<file path="src/rtl/gpio_alias_pkg.sv">
package gpio_alias_pkg;

  localparam int unsigned LANE_W = 8;
  localparam int unsigned WORD_W = 32;

  typedef enum logic [1:0] {
    REG_DATA = 2'd0,
    REG_SET  = 2'd1,
    REG_CLR  = 2'd2,
    REG_NONE = 2'd3
  } reg_kind_e;

  // Offset inside a port's 16-byte window -> register kind
  function automatic reg_kind_e kind_of(input logic [3:0] off);
    case (off)
      4'h0:    return REG_DATA;
      4'h4:    return REG_SET;
      4'h8:    return REG_CLR;
      default: return REG_NONE;
    endcase
  endfunction

  function automatic logic [LANE_W-1:0] merge_set(input logic [LANE_W-1:0] cur,
                                                  input logic [LANE_W-1:0] mask);
    return cur | mask;
  endfunction

  function automatic logic [LANE_W-1:0] merge_clr(input logic [LANE_W-1:0] cur,
                                                  input logic [LANE_W-1:0] mask);
    return cur & ~mask;
  endfunction

  function automatic logic [WORD_W-1:0] pack_word(input logic [LANE_W-1:0] dir,
                                                  input logic [LANE_W-1:0] dout,
                                                  input logic [LANE_W-1:0] snap,
                                                  input logic [LANE_W-1:0] live);
    return {dir, dout, snap, live};
  endfunction

endpackage

</file>
<file path="src/rtl/gpio_addr_decode.sv">
module gpio_addr_decode
  import gpio_alias_pkg::*;
#(
  parameter int ADDR_W     = 8,
  parameter int NUM_PORTS  = 3,
  parameter int PORT_IDX_W = 2
) (
  input  logic [ADDR_W-1:0]     addr,
  output logic                  hit,
  output logic [PORT_IDX_W-1:0] port_idx,
  output reg_kind_e             kind
);
  localparam int FIELD_W = ADDR_W - 4;

  logic [FIELD_W-1:0] port_field;

  assign port_field = addr[ADDR_W-1:4];
  assign kind       = kind_of(addr[3:0]);
  assign port_idx   = port_field[PORT_IDX_W-1:0];
  assign hit        = (kind != REG_NONE) && (int'(port_field) < NUM_PORTS);
endmodule

</file>
<file path="src/rtl/gpio_in_sync.sv">
module gpio_in_sync #(
  parameter int WIDTH = 8
) (
  input  logic             clk,
  input  logic             rst_n,
  input  logic [WIDTH-1:0] async_in,
  output logic [WIDTH-1:0] sync_out
);
  logic [WIDTH-1:0] stage1_q;
  logic [WIDTH-1:0] stage2_q;

  always_ff @(posedge clk or negedge rst_n) begin
    if (!rst_n) begin
      stage1_q <= '0;
      stage2_q <= '0;
    end else begin
      stage1_q <= async_in;
      stage2_q <= stage1_q;
    end
  end

  assign sync_out = stage2_q;
endmodule

</file>
<file path="src/rtl/gpio_port_bank.sv">
module gpio_port_bank
  import gpio_alias_pkg::*;
(
  input  logic              clk,
  input  logic              rst_n,
  input  logic              dat_evt,
  input  logic              set_evt,
  input  logic              clr_evt,
  input  logic [LANE_W-1:0] wr_dir,
  input  logic [LANE_W-1:0] wr_mask,
  input  logic [LANE_W-1:0] pad_in,
  output logic [LANE_W-1:0] dir_q,
  output logic [LANE_W-1:0] out_q,
  output logic [LANE_W-1:0] snap_q,
  output logic [LANE_W-1:0] live_q
);
  logic snap_done;
  logic any_evt;

  assign any_evt = dat_evt | set_evt | clr_evt;

  always_ff @(posedge clk or negedge rst_n) begin
    if (!rst_n) begin
      dir_q <= '0;
      out_q <= '0;
    end else if (dat_evt) begin
      dir_q <= wr_dir;
      out_q <= wr_mask;
    end else if (set_evt) begin
      out_q <= merge_set(out_q, wr_mask);
    end else if (clr_evt) begin
      out_q <= merge_clr(out_q, wr_mask);
    end
  end

  // Capture the pads once, on the first edge after reset is released
  always_ff @(posedge clk or negedge rst_n) begin
    if (!rst_n) begin
      snap_q    <= '0;
      snap_done <= 1'b0;
    end else if (!snap_done) begin
      snap_q    <= pad_in;
      snap_done <= 1'b1;
    end
  end

  gpio_in_sync #(.WIDTH(LANE_W)) u_sync (
    .clk     (clk),
    .rst_n   (rst_n),
    .async_in(pad_in),
    .sync_out(live_q)
  );

  AST_SET_RAISES: assert property (@(posedge clk) disable iff (!rst_n)
    set_evt |=> ((out_q & $past(wr_mask)) == $past(wr_mask)))
    else $error("set alias did not raise bits");
  AST_SET_KEEPS: assert property (@(posedge clk) disable iff (!rst_n)
    set_evt |=> ((out_q & ~$past(wr_mask)) == ($past(out_q) & ~$past(wr_mask))))
    else $error("set alias disturbed unmasked bits");
  AST_CLR_LOWERS: assert property (@(posedge clk) disable iff (!rst_n)
    clr_evt |=> ((out_q & $past(wr_mask)) == '0))
    else $error("clear alias did not lower bits");
  AST_CLR_KEEPS: assert property (@(posedge clk) disable iff (!rst_n)
    clr_evt |=> ((out_q & ~$past(wr_mask)) == ($past(out_q) & ~$past(wr_mask))))
    else $error("clear alias disturbed unmasked bits");
  AST_ALIAS_KEEPS_DIR: assert property (@(posedge clk) disable iff (!rst_n)
    (set_evt || clr_evt) |=> $stable(dir_q))
    else $error("alias write changed direction");
  AST_IDLE_HOLDS: assert property (@(posedge clk) disable iff (!rst_n)
    !any_evt |=> ($stable(out_q) && $stable(dir_q)))
    else $error("port state moved without a write");
  AST_SNAP_HELD: assert property (@(posedge clk) disable iff (!rst_n)
    snap_done |=> $stable(snap_q))
    else $error("reset copy changed after capture");
endmodule

</file>
<file path="src/rtl/gpio_alias_port.sv">
module gpio_alias_port
  import gpio_alias_pkg::*;
#(
  parameter int ADDR_W    = 8,
  parameter int NUM_PORTS = 3
) (
  input  logic                       clk,
  input  logic                       rst_n,
  input  logic [ADDR_W-1:0]          bus_addr,
  input  logic                       bus_wr,
  input  logic [31:0]                bus_wdata,
  output logic [31:0]                bus_rdata,
  output logic [NUM_PORTS*8-1:0]     pad_oe,
  output logic [NUM_PORTS*8-1:0]     pad_out,
  input  logic [NUM_PORTS*8-1:0]     pad_in
);
  localparam int PORT_IDX_W = (NUM_PORTS > 1) ? $clog2(NUM_PORTS) : 1;
  localparam int PINS       = NUM_PORTS * LANE_W;

  logic                  dec_hit;
  logic [PORT_IDX_W-1:0] dec_port;
  reg_kind_e             dec_kind;

  logic [WORD_W-1:0]     port_word [NUM_PORTS];
  logic [PINS-1:0]       snap_all;

  // Named events for the checks below
  logic alias_rsvd_wr;
  logic data_low_wr;
  logic unmapped_wr;

  gpio_addr_decode #(
    .ADDR_W    (ADDR_W),
    .NUM_PORTS (NUM_PORTS),
    .PORT_IDX_W(PORT_IDX_W)
  ) u_dec (
    .addr    (bus_addr),
    .hit     (dec_hit),
    .port_idx(dec_port),
    .kind    (dec_kind)
  );

  for (genvar p = 0; p < NUM_PORTS; p++) begin : g_port
    logic sel;
    logic [LANE_W-1:0] dir_b, out_b, snap_b, live_b;

    assign sel = bus_wr && dec_hit && (int'(dec_port) == p);

    gpio_port_bank u_bank (
      .clk    (clk),
      .rst_n  (rst_n),
      .dat_evt(sel && (dec_kind == REG_DATA)),
      .set_evt(sel && (dec_kind == REG_SET)),
      .clr_evt(sel && (dec_kind == REG_CLR)),
      .wr_dir (bus_wdata[31:24]),
      .wr_mask(bus_wdata[23:16]),
      .pad_in (pad_in[p*LANE_W +: LANE_W]),
      .dir_q  (dir_b),
      .out_q  (out_b),
      .snap_q (snap_b),
      .live_q (live_b)
    );

    assign pad_oe  [p*LANE_W +: LANE_W] = dir_b;
    assign pad_out [p*LANE_W +: LANE_W] = out_b;
    assign snap_all[p*LANE_W +: LANE_W] = snap_b;
    assign port_word[p] = pack_word(dir_b, out_b, snap_b, live_b);
  end

  always_comb begin
    bus_rdata = '0;
    if (dec_hit && (dec_kind == REG_DATA)) bus_rdata = port_word[dec_port];
  end

  assign alias_rsvd_wr = bus_wr && dec_hit && (dec_kind != REG_DATA) &&
                         ((|bus_wdata[31:24]) || (|bus_wdata[15:0]));
  assign data_low_wr   = bus_wr && dec_hit && (dec_kind == REG_DATA) && (|bus_wdata[15:0]);
  assign unmapped_wr   = bus_wr && !dec_hit;

  AST_NONDATA_READ_ZERO: assert property (@(posedge clk) disable iff (!rst_n)
    !(dec_hit && (dec_kind == REG_DATA)) |-> (bus_rdata == '0))
    else $error("non-data address returned data");
  AST_UNMAPPED_INERT: assert property (@(posedge clk) disable iff (!rst_n)
    unmapped_wr |=> ($stable(pad_oe) && $stable(pad_out)))
    else $error("unmapped write changed state");
  AST_ALIAS_RSVD_IGNORED: assert property (@(posedge clk) disable iff (!rst_n)
    alias_rsvd_wr |=> $stable(pad_oe))
    else $error("alias reserved bits changed direction");
  AST_DATA_LOW_IGNORED: assert property (@(posedge clk) disable iff (!rst_n)
    data_low_wr |=> $stable(snap_all))
    else $error("data write reached reset copy");
endmodule

</file>
<file path="config.mk">
export PLATFORM = sky130hd
export DESIGN_NAME = gpio_alias_port
export DESIGN_NICKNAME = d
export VERILOG_FILES = /design/src/rtl/gpio_alias_pkg.sv /design/src/rtl/gpio_addr_decode.sv /design/src/rtl/gpio_in_sync.sv /design/src/rtl/gpio_port_bank.sv /design/src/rtl/gpio_alias_port.sv
export SDC_FILE = /design/constraint.sdc
export NUM_CORES = 1
export LEC_CHECK = 0
export BUFFER_PORTS_ARGS = -buffer_cell sky130_fd_sc_hd__buf_2
export CAP_MARGIN = 20
export CELL_PAD_IN_SITES_DETAIL_PLACEMENT = 1
export CELL_PAD_IN_SITES_GLOBAL_PLACEMENT = 1
export CORE_UTILIZATION = 37
export CTS_CLUSTER_DIAMETER = 80
export DETAILED_ROUTE_END_ITERATION = 10
export PLACE_DENSITY = 0.87
export SYNTH_ARGS = -nofsm -noshare
export SYNTH_HDL_FRONTEND = slang
export SYNTH_SLANG_ARGS = --single-unit
</file>
<file path="constraint.sdc">
create_clock -name clk -period 1.7 [get_ports clk]
set_input_delay 0.34 -clock clk [delete_from_list [all_inputs] [get_ports clk]]
set_output_delay 0.34 -clock clk [all_outputs]
set_load 0.01 [all_outputs]
</file>
======== Word-level counts from Yosys, hierarchy flattened ========
Cells that the tools add are included.
storage, ports and cells
  register bits ........................... 121
  input port bits ......................... 67
  word-level logic and storage cells ...... 68
cells by class
  magnitude comparators ................... 2
  equal/unequal tests ..................... 7
  muxes and demuxes ....................... 14
  bitwise operators ....................... 8
  reductions and logical operators ........ 21
operators with widths
  cell                                                        number
  two-way mux 32 bit                                          3
  two-way mux 8 bit                                           9
  binary-select mux 32 bit (select 2 bit)                     1
  AND 8 bit                                                   3
  OR 8 bit                                                    3
  logical AND 1 bit                                           15
  nonzero test 3 bit                                          3
  NOT 8 bit                                                   1
  == test 2 bit, second input constant                        3
  case mux 2 bit (3 select lines)                             1
  == test 4 x 3 -> 1 bit, second input constant               1
  == test 4 bit, second input constant                        1
  zero test 2 bit                                             2
  zero test 4 bit                                             1
  less-than comparator 4 x 2 -> 1 bit, second input constant  1
  greater-or-equal comparator 3 bit, second input constant    1
  NOT 2 -> 3 bit                                              1
  == test 2 x 1 -> 1 bit, second input constant               1
  != test 2 bit, second input constant                        1

======== Logic depth before layout (Yosys ltp) ========
Gate-level depths: netlist of run 1.
  depth after elaboration ................. 10
  mapped depth ............................ 6

======== Cells and area by module ========
A second synthesis of run 1 with hierarchy kept.
unflattened totals
  cell total of the unflattened synthesis .. 412
  area total of the unflattened synthesis .. 5586.6 µm²
modules (own cells, without submodules)
  module            times used  cells an instance  area each (µm²)
  gpio_port_bank    3           64                 960.9
  gpio_alias_port   1           165                1452.6
  gpio_in_sync      3           16                 400.4
  gpio_addr_decode  1           7                  50.0

======== Worst setup path after synthesis of run 1 ========
No wires, ideal clock.
  path kind ............................... input to register
  start point ............................. in bus_addr[5]
  end point ............................... reg g_port[0].u_bank.dir_q[0]
  data arrival time ....................... 1740 ps
  required time ........................... 1575 ps
  setup slack ............................. -165 ps
  stages on the path ...................... 5
  cells stage by stage .................... buf_6 -> or4b_4 -> buf_6 -> nor3_4 -> mux2_2
between the ends
  cells in the longest elaborated chain, start to end .. 5
  elaborated cells on any way between the ends .. 6
  classes of those cells .................. 1 x order compare; 5 x reduce/logical
ends and longest elaborated chain
  item                                 RTL line                text
  start, declared                      gpio_alias_port.sv:9    input logic [ADDR_W-1:0] bus_addr,
  less-than comparator 4 x 2 -> 1 bit  gpio_addr_decode.sv:20  assign hit = (kind != REG_NONE) && (int'(port_field) < NUM_PORTS);
  logical AND 1 bit                    gpio_addr_decode.sv:20
  logical AND 1 bit                    -
  logical AND 1 bit *                  gpio_alias_port.sv:47   assign sel = bus_wr && dec_hit && (int'(dec_port) == p);
  logical AND 1 bit *                  gpio_alias_port.sv:52   .dat_evt(sel && (dec_kind == REG_DATA)),
  end signal, assigned                 gpio_port_bank.sv:27    dir_q <= wr_dir;
  end, declared                        gpio_port_bank.sv:12    output logic [LANE_W-1:0] dir_q,
Mark *: on every way between the ends. The rest lies on a longest branch, timed or not.
A chain may end at the register's enable or synchronous reset.

======== Final worst setup path of run 1 ========
  start point ............................. in bus_addr[5]
  end point ............................... out bus_rdata[5]
between the ends
  cells in the longest elaborated chain, start to end .. 5
  elaborated cells on any way between the ends .. 8
  classes of those cells .................. 1 x order compare; 4 x mux; 1 x bitwise; 2 x reduce/logical
ends and longest elaborated chain
  item                                                                                         RTL line               text
  parallel branches: the longest is 4 deep, another holds less-than comparator 4 x 2 -> 1 bit  -
  two-way mux 32 bit *                                                                         gpio_alias_port.sv:72  if (dec_hit && (dec_kind == REG_DATA)) bus_rdata = port_word[dec_port];
  end, declared                                                                                gpio_alias_port.sv:12  output logic [31:0] bus_rdata,
Every way passes the cells marked *. The select of a mux whose other input is x is not followed.

==> results of run 1 <==
==> path summary, 6_finish.rpt <==
check	slack, ns	end	startpoint	cells past startpoint
setup / recovery	-0.16	bus_rdata[5]	bus_addr[5]	8
hold / removal	0.04	g_port[2].u_bank.u_sync.stage1_q[6]	pad_in[22]	1
setup reg to reg	0.44	g_port[2].u_bank.snap_q[7]	g_port[1].u_bank.snap_done	2
hold reg to reg	0.35	g_port[1].u_bank.u_sync.sync_out[2]	g_port[1].u_bank.u_sync.stage1_q[2]	0
max in group asynchronous	0.65	g_port[1].u_bank.u_sync.sync_out[6]	rst_n	3
min in group asynchronous	0.46	g_port[2].u_bank.u_sync.stage1_q[2]	rst_n	2
==> cell families after synthesis <==
logic type | Yosys count | share of synthesized area
flip-flops | 121 | 0.5984
AND/OR/NAND/NOR | 112 | 0.1328
multiplexers | 80 | 0.1701
AO/OA/AOI/OAI | 57 | 0.07468
buffers and inverters | 25 | 0.02324
other | 1 | 0.0007411
==> Yosys cell counts, drive strengths merged <==
cell	count	area, um^2
nand2b	8	50.05
conb	1	3.750
or4b	2	23.77
nor4	2	18.77
a22o	24	210.2
a21oi	32	160.2
and3	1	6.260
or2	32	200.2
buf	12	68.81
nand3	17	90.09
nor2b	2	12.51
nor3	2	21.27
dfrtp	121	3028
mux2	48	540.5
mux2i	32	320.3
nor4bb	1	10.01
nand2	33	123.9
or3b	8	70.07
a211oi	1	7.510
nor3b	1	18.77
nor4b	1	15.01
clkbuf	13	48.80
nor2	1	3.750
or4	1	7.510
==> critical path: cells and delay by family <==
| kind | cells | cell delay, ns |
|---|---|---|
| compound gates | 1 | 0.18 |
| buf+inv | 5 | 0.69 |
| simple gates | 2 | 0.29 |
==> layout make-up <==
type / count / area (um^2) / share of cell area
Antenna cell: 1 / 2.502 / 0.0003240
Clock inverter: 13 / 191.4 / 0.02479
Sequential cell: 121 / 3028 / 0.3921
Clock buffer: 18 / 439.2 / 0.05687
Multi-Input combinational cell: 250 / 2221 / 0.2876
Tap cell: 176 / 220.2 / 0.02852
Timing Repair Buffer: 203 / 1620 / 0.2098
==> where the power goes <==
| group | internal (W) | switching [W] | leakage (nW) |
|---|---|---|---|
| clock | 0.00250 | 0.00141 | 0.300 |
| combinational | 0.000459 | 0.000463 | 1.87 |
| sequential | 0.00307 | 0.000126 | 1.51 |
| total | 0.00603 | 0.00200 | 3.68 |
==> metrics by stage <==
step / instance area [um^2] / hold WS [ns] / total power, W / worst slack (ns) / utilization
6_report: 7722 / 0.04006 / 0.008031 / -0.1552 / 0.5808
5_1_grt: 7720 / 0.03139 / 0.008261 / -0.1800 / 0.5807
4_1_cts: 7545 / 0.03595 / 0.007983 / -0.1298 / 0.5675
3_5_place_dp: 6221 / 0.3362 / 0.003933 / -0.2496 / 0.4679
3_3_place_gp: 6221 / 0.3308 / 0.003877 / -0.2100 / 0.4679
2_1_floorplan: 5096 / 0.04441 / 0.003545 / -0.1622 / -
==> routing by layer <==
layer / vias up / GRT usage
met5: - / 0
met4: 0 / 0.1226
met1: 2133 / 0.3172
met3: 42 / 0.05125
met2: 145 / 0.4671
li1: 1800 / -
==> timing repair <==
item                       4_1_cts  5_1_grt
setup buffers                   32        1
hold endpoints to repair        33        0
pin swaps                        9        3
resized for setup               71       36
cloned                           6        1
hold buffers                     1        0
setup endpoints to repair       32       32
==> impl_metrics.ini, run 1 <==
[clock_tree]
clock_latency_ns = 0.42
cts_root_buf = clkbuf_16
clockBufferDepth = 2
cts_buffers = 17
clk_pin_slew_ns = 0.06
h-tree-depth = 4
cts.sinks = 121
cts_tree = built

[critical_path]
worstPathMaxFanout = 8
path_cells = buf_12 -> buf_12 -> nor2b_4 -> buf_4 -> buf_6 -> nand2_1 -> a21oi_2 -> buf_2
slowest_stage = nor2b_4
start_kind = input pin
cp-end-kind = primary output
crit_top_cell = buf_12
crit_type = input pin to primary output
crit_arrival_ns = 1.52
slowest_delay_ns = 0.18
worstPathRequired_ns = 1.36

[route]
antenna_left = 0
wl_met2_mm = 9.610
top_layer = met4
vias = 4120
wl_per_cell_um = 23.54
viasPerCell = 5.269
route.met3.wl_um = 832
drt-total-wl_mm = 18.41
drc = 0
wl_met1_mm = 7.361
firstDrtPassIters = 6
drt_iter0_markers = 188

[floorplanning]
fp-row-count = 42
dieArea_mm2 = 0.01415
io-pin-count = 147
die_w_um = 118.9
floorplan.initialDensity = 0.3806
fp.dieH_um = 118.9
core_mm2 = 0.01330

[cells_and_area]
layout_commonest_cell = dfrtp_1
drive_gt1_frac = 0.5983
final_cells = 782
area_growth_pct = 52.62
fillCellCount = 1342
final_cell_mix = 121 x dfrtp_1, 113 x buf_2, 50 x buf_4
nets = 660

[placement]
post-place-cells = 713
port_buffers = 130
gp_congestion = 0.8042
dpl.hpwl_mm = 10.27

[timing]
worst_pin_slew_ns = 0.5506
finalMaxSlewViolations = 0
skew_ns = 0.008709
hold_viol_final = 0
worst_slack_ns = -0.1552
fin_crit_sh = 1.091
setup_viol = 32
fmax_mhz = 539.0
fin_tns_setup_ns = -3.095
slew_headroom = 0.6329
rsz0062_at_grt = yes
period_needed_ns = 1.855

[logic_synthesis]
synthDistinctLibCells = 30
syn_avg_cell_area_um2 = 12.78
ys_ff_latch = 121
synth_area_mm2 = 0.005060
ys_warn_count = 0
ys_seq_area_frac = 0.5984
synthesis.nets = 463
syn_inst = 396

[power_and_ir_drop]
p_leak_nw = 3.677
power_density_mw_per_mm2 = 1040
vdd_drop_max_mv = 0.7696

[grt]
grt_max_degree = 38
antenna_found_initial = 1
grt_pass1_vias = 4689
track_usage = 0.2671
grt_overflow_total = 0
grt_pass1_wl_mm = 27.62

[worst_hold_path]
hold_class = input pin to flip-flop

[outcome]
violations = negative setup slack
status = complete, but fails checks

[job]
drv_cap = 0
Power figures use the tool's default switching activity.
==> run 2, diff against run 1 <==
- SETUP_SLACK_MARGIN: default -> 0.1
==> run 2 against run 1 <==
  * The run still ends with negative setup slack left
  * Combinational power up 3.1%
  * Final cell count up 1.3%
  * Clock power down 13%
  * Flip-flop and latch count unchanged
  * Power down 5.9%
  * Worst hold slack better by 0.0052 ns
  * Setup slack better by 0.021 ns
  * Largest cell class unchanged
  * Via count down 1.9%
  * Largest power group unchanged
  * Global-route usage down 1.9 points
  * Sequential share of layout area down 0.23 points
  * Fmax up 1.1%
  * Design area up 0.58%
==> impl_metrics.ini, run 2 (same netlist as run 1, synthesis figures left out) <==
[outcome]
status = complete, but fails checks
violations = negative setup slack

[critical_path]
start_kind = input pin
crit_arrival_ns = 1.49
worstPathMaxFanout = 7
crit_type = input pin to primary output
cp-end-kind = primary output
worstPathRequired_ns = 1.36

[clock_tree]
h-tree-depth = 4
cts_root_buf = clkbuf_16
cts.sinks = 121
clock_latency_ns = 0.41
clockBufferDepth = 2
cts_tree = built
cts_buffers = 17
clk_pin_slew_ns = 0.06

[job]
drv_cap = 0

[placement]
gp_congestion = 0.7637
dpl.hpwl_mm = 10.56
pre_cts_ws_ns = -0.2561
port_buffers = 130
place_area_mm2 = 0.006341

[timing]
finalMaxSlewViolations = 0
setup_viol = 32
period_needed_ns = 1.834
hold_viol_final = 0
fin_crit_sh = 1.079
worst_pin_slew_ns = 0.5021
slew_headroom = 0.6653
worst_slack_ns = -0.1342
skew_ns = 0.002823
fmax_mhz = 545.2
rsz0062_at_grt = yes

[grt]
grt_overflow_total = 0
grt_pass1_vias = 4564
grt_pass1_wl_mm = 26.05
antenna_found_initial = 0
grt_max_degree = 37
track_usage = 0.2480

[power_and_ir_drop]
power_density_mw_per_mm2 = 973.2
vdd_drop_max_mv = 0.6882
p_leak_nw = 3.718
p_total_w = 0.007559

[route]
viasPerCell = 5.102
drc = 0
firstDrtPassIters = 4
drt-total-wl_mm = 17.63
vias = 4041
antenna_left = 0
wl_per_cell_um = 22.26
drt_iter0_markers = 238

[cells_and_area]
fillCellCount = 1354
drive_gt1_frac = 0.6153
final_cell_mix = 121 x dfrtp_1, 115 x buf_2, 57 x buf_4
area_growth_pct = 53.51
n_antenna_cell = 0
nets = 670
layout_commonest_cell = dfrtp_1
final_area_mm2 = 0.007767

[floorplanning]
fp.dieH_um = 118.9
io-pin-count = 147
fp-row-count = 42
core_mm2 = 0.01330
floorplan.initialDensity = 0.3806
dieArea_mm2 = 0.01415
die_w_um = 118.9

[worst_hold_path]
hold_class = input pin to flip-flop
-- run 2: worst max-delay path, stage by stage --
cell      delay [ns]
buf_12          0.11
buf_8           0.12
a211oi_4        0.34
nand2_8         0.13
buf_12          0.17
a21oi_2         0.11
buf_2           0.16
-- run 2: worst paths after layout --
kind | startpoint | end | slack (ns) | depth (start not counted)
max | bus_addr[4] | bus_rdata[6] | -0.13 | 7
min | pad_in[17] | g_port[2].u_bank.u_sync.stage1_q[1] | 0.05 | 1
max reg2reg | g_port[1].u_bank.snap_done | g_port[1].u_bank.snap_q[1] | 0.59 | 2
min reg2reg | g_port[0].u_bank.u_sync.stage1_q[7] | g_port[0].u_bank.u_sync.sync_out[7] | 0.35 | 0
max in group asynchronous | rst_n | g_port[1].u_bank.dir_q[0] | 0.64 | 3
min in group asynchronous | rst_n | g_port[2].u_bank.snap_q[3] | 0.49 | 2
-- run 2: layout make-up --
cell class	count	area [um^2]	share of cell area
clock buffers	19	442.9	0.05702
multi-input cells	250	2241	0.2885
flip-flops and latches	121	3028	0.3898
repair buffers	213	1715	0.2208
clock inverters	13	120.1	0.01546
well taps	176	220.2	0.02835
-- run 2: metrics by stage --
stage / util / TNS, ns / hold slack, ns / std cells
global placement: 0.4769 / -8.917 / 0.3244 / 713
CTS: 0.5673 / -1.785 / 0.03418 / 785
finish: 0.5842 / -3.302 / 0.04526 / 792
detailed placement: 0.4769 / -12.21 / 0.3364 / 713
floorplan: - / -2.632 / 0.04441 / 396
global route: 0.5842 / -4.788 / 0.04095 / 792
-- run 2: layer usage --
metal / vias up / share of wire / GRT usage
met3: 25 / 0.032 / 0.03592
li1: 1811 / - / -
met5: - / 0 / 0
met4: 0 / 0.018 / 0.09098
met2: 108 / 0.56 / 0.4598
met1: 2097 / 0.39 / 0.2888
-- run 2: timing repair --
| action | CTS | global route |
|---|---|---|
| endpoints found under the hold margin | 32 | 0 |
| hold buffers | 1 | 0 |
| setup endpoints to repair | 32 | 35 |
| cloned | 4 | 1 |
| buffers inserted | 35 | 6 |
| pin swaps | 12 | 8 |
| resized for setup | 56 | 28 |
-- run 2: where the power goes --
group / internal, W / leakage (nW) / total [W] / switching [W]
sequential: 0.00307 / 1.51 / 0.00320 / 0.000125
clock: 0.00205 / 0.258 / 0.00341 / 0.00136
combinational: 0.000490 / 1.95 / 0.000951 / 0.000461
total: 0.00561 / 3.72 / 0.00756 / 0.00194
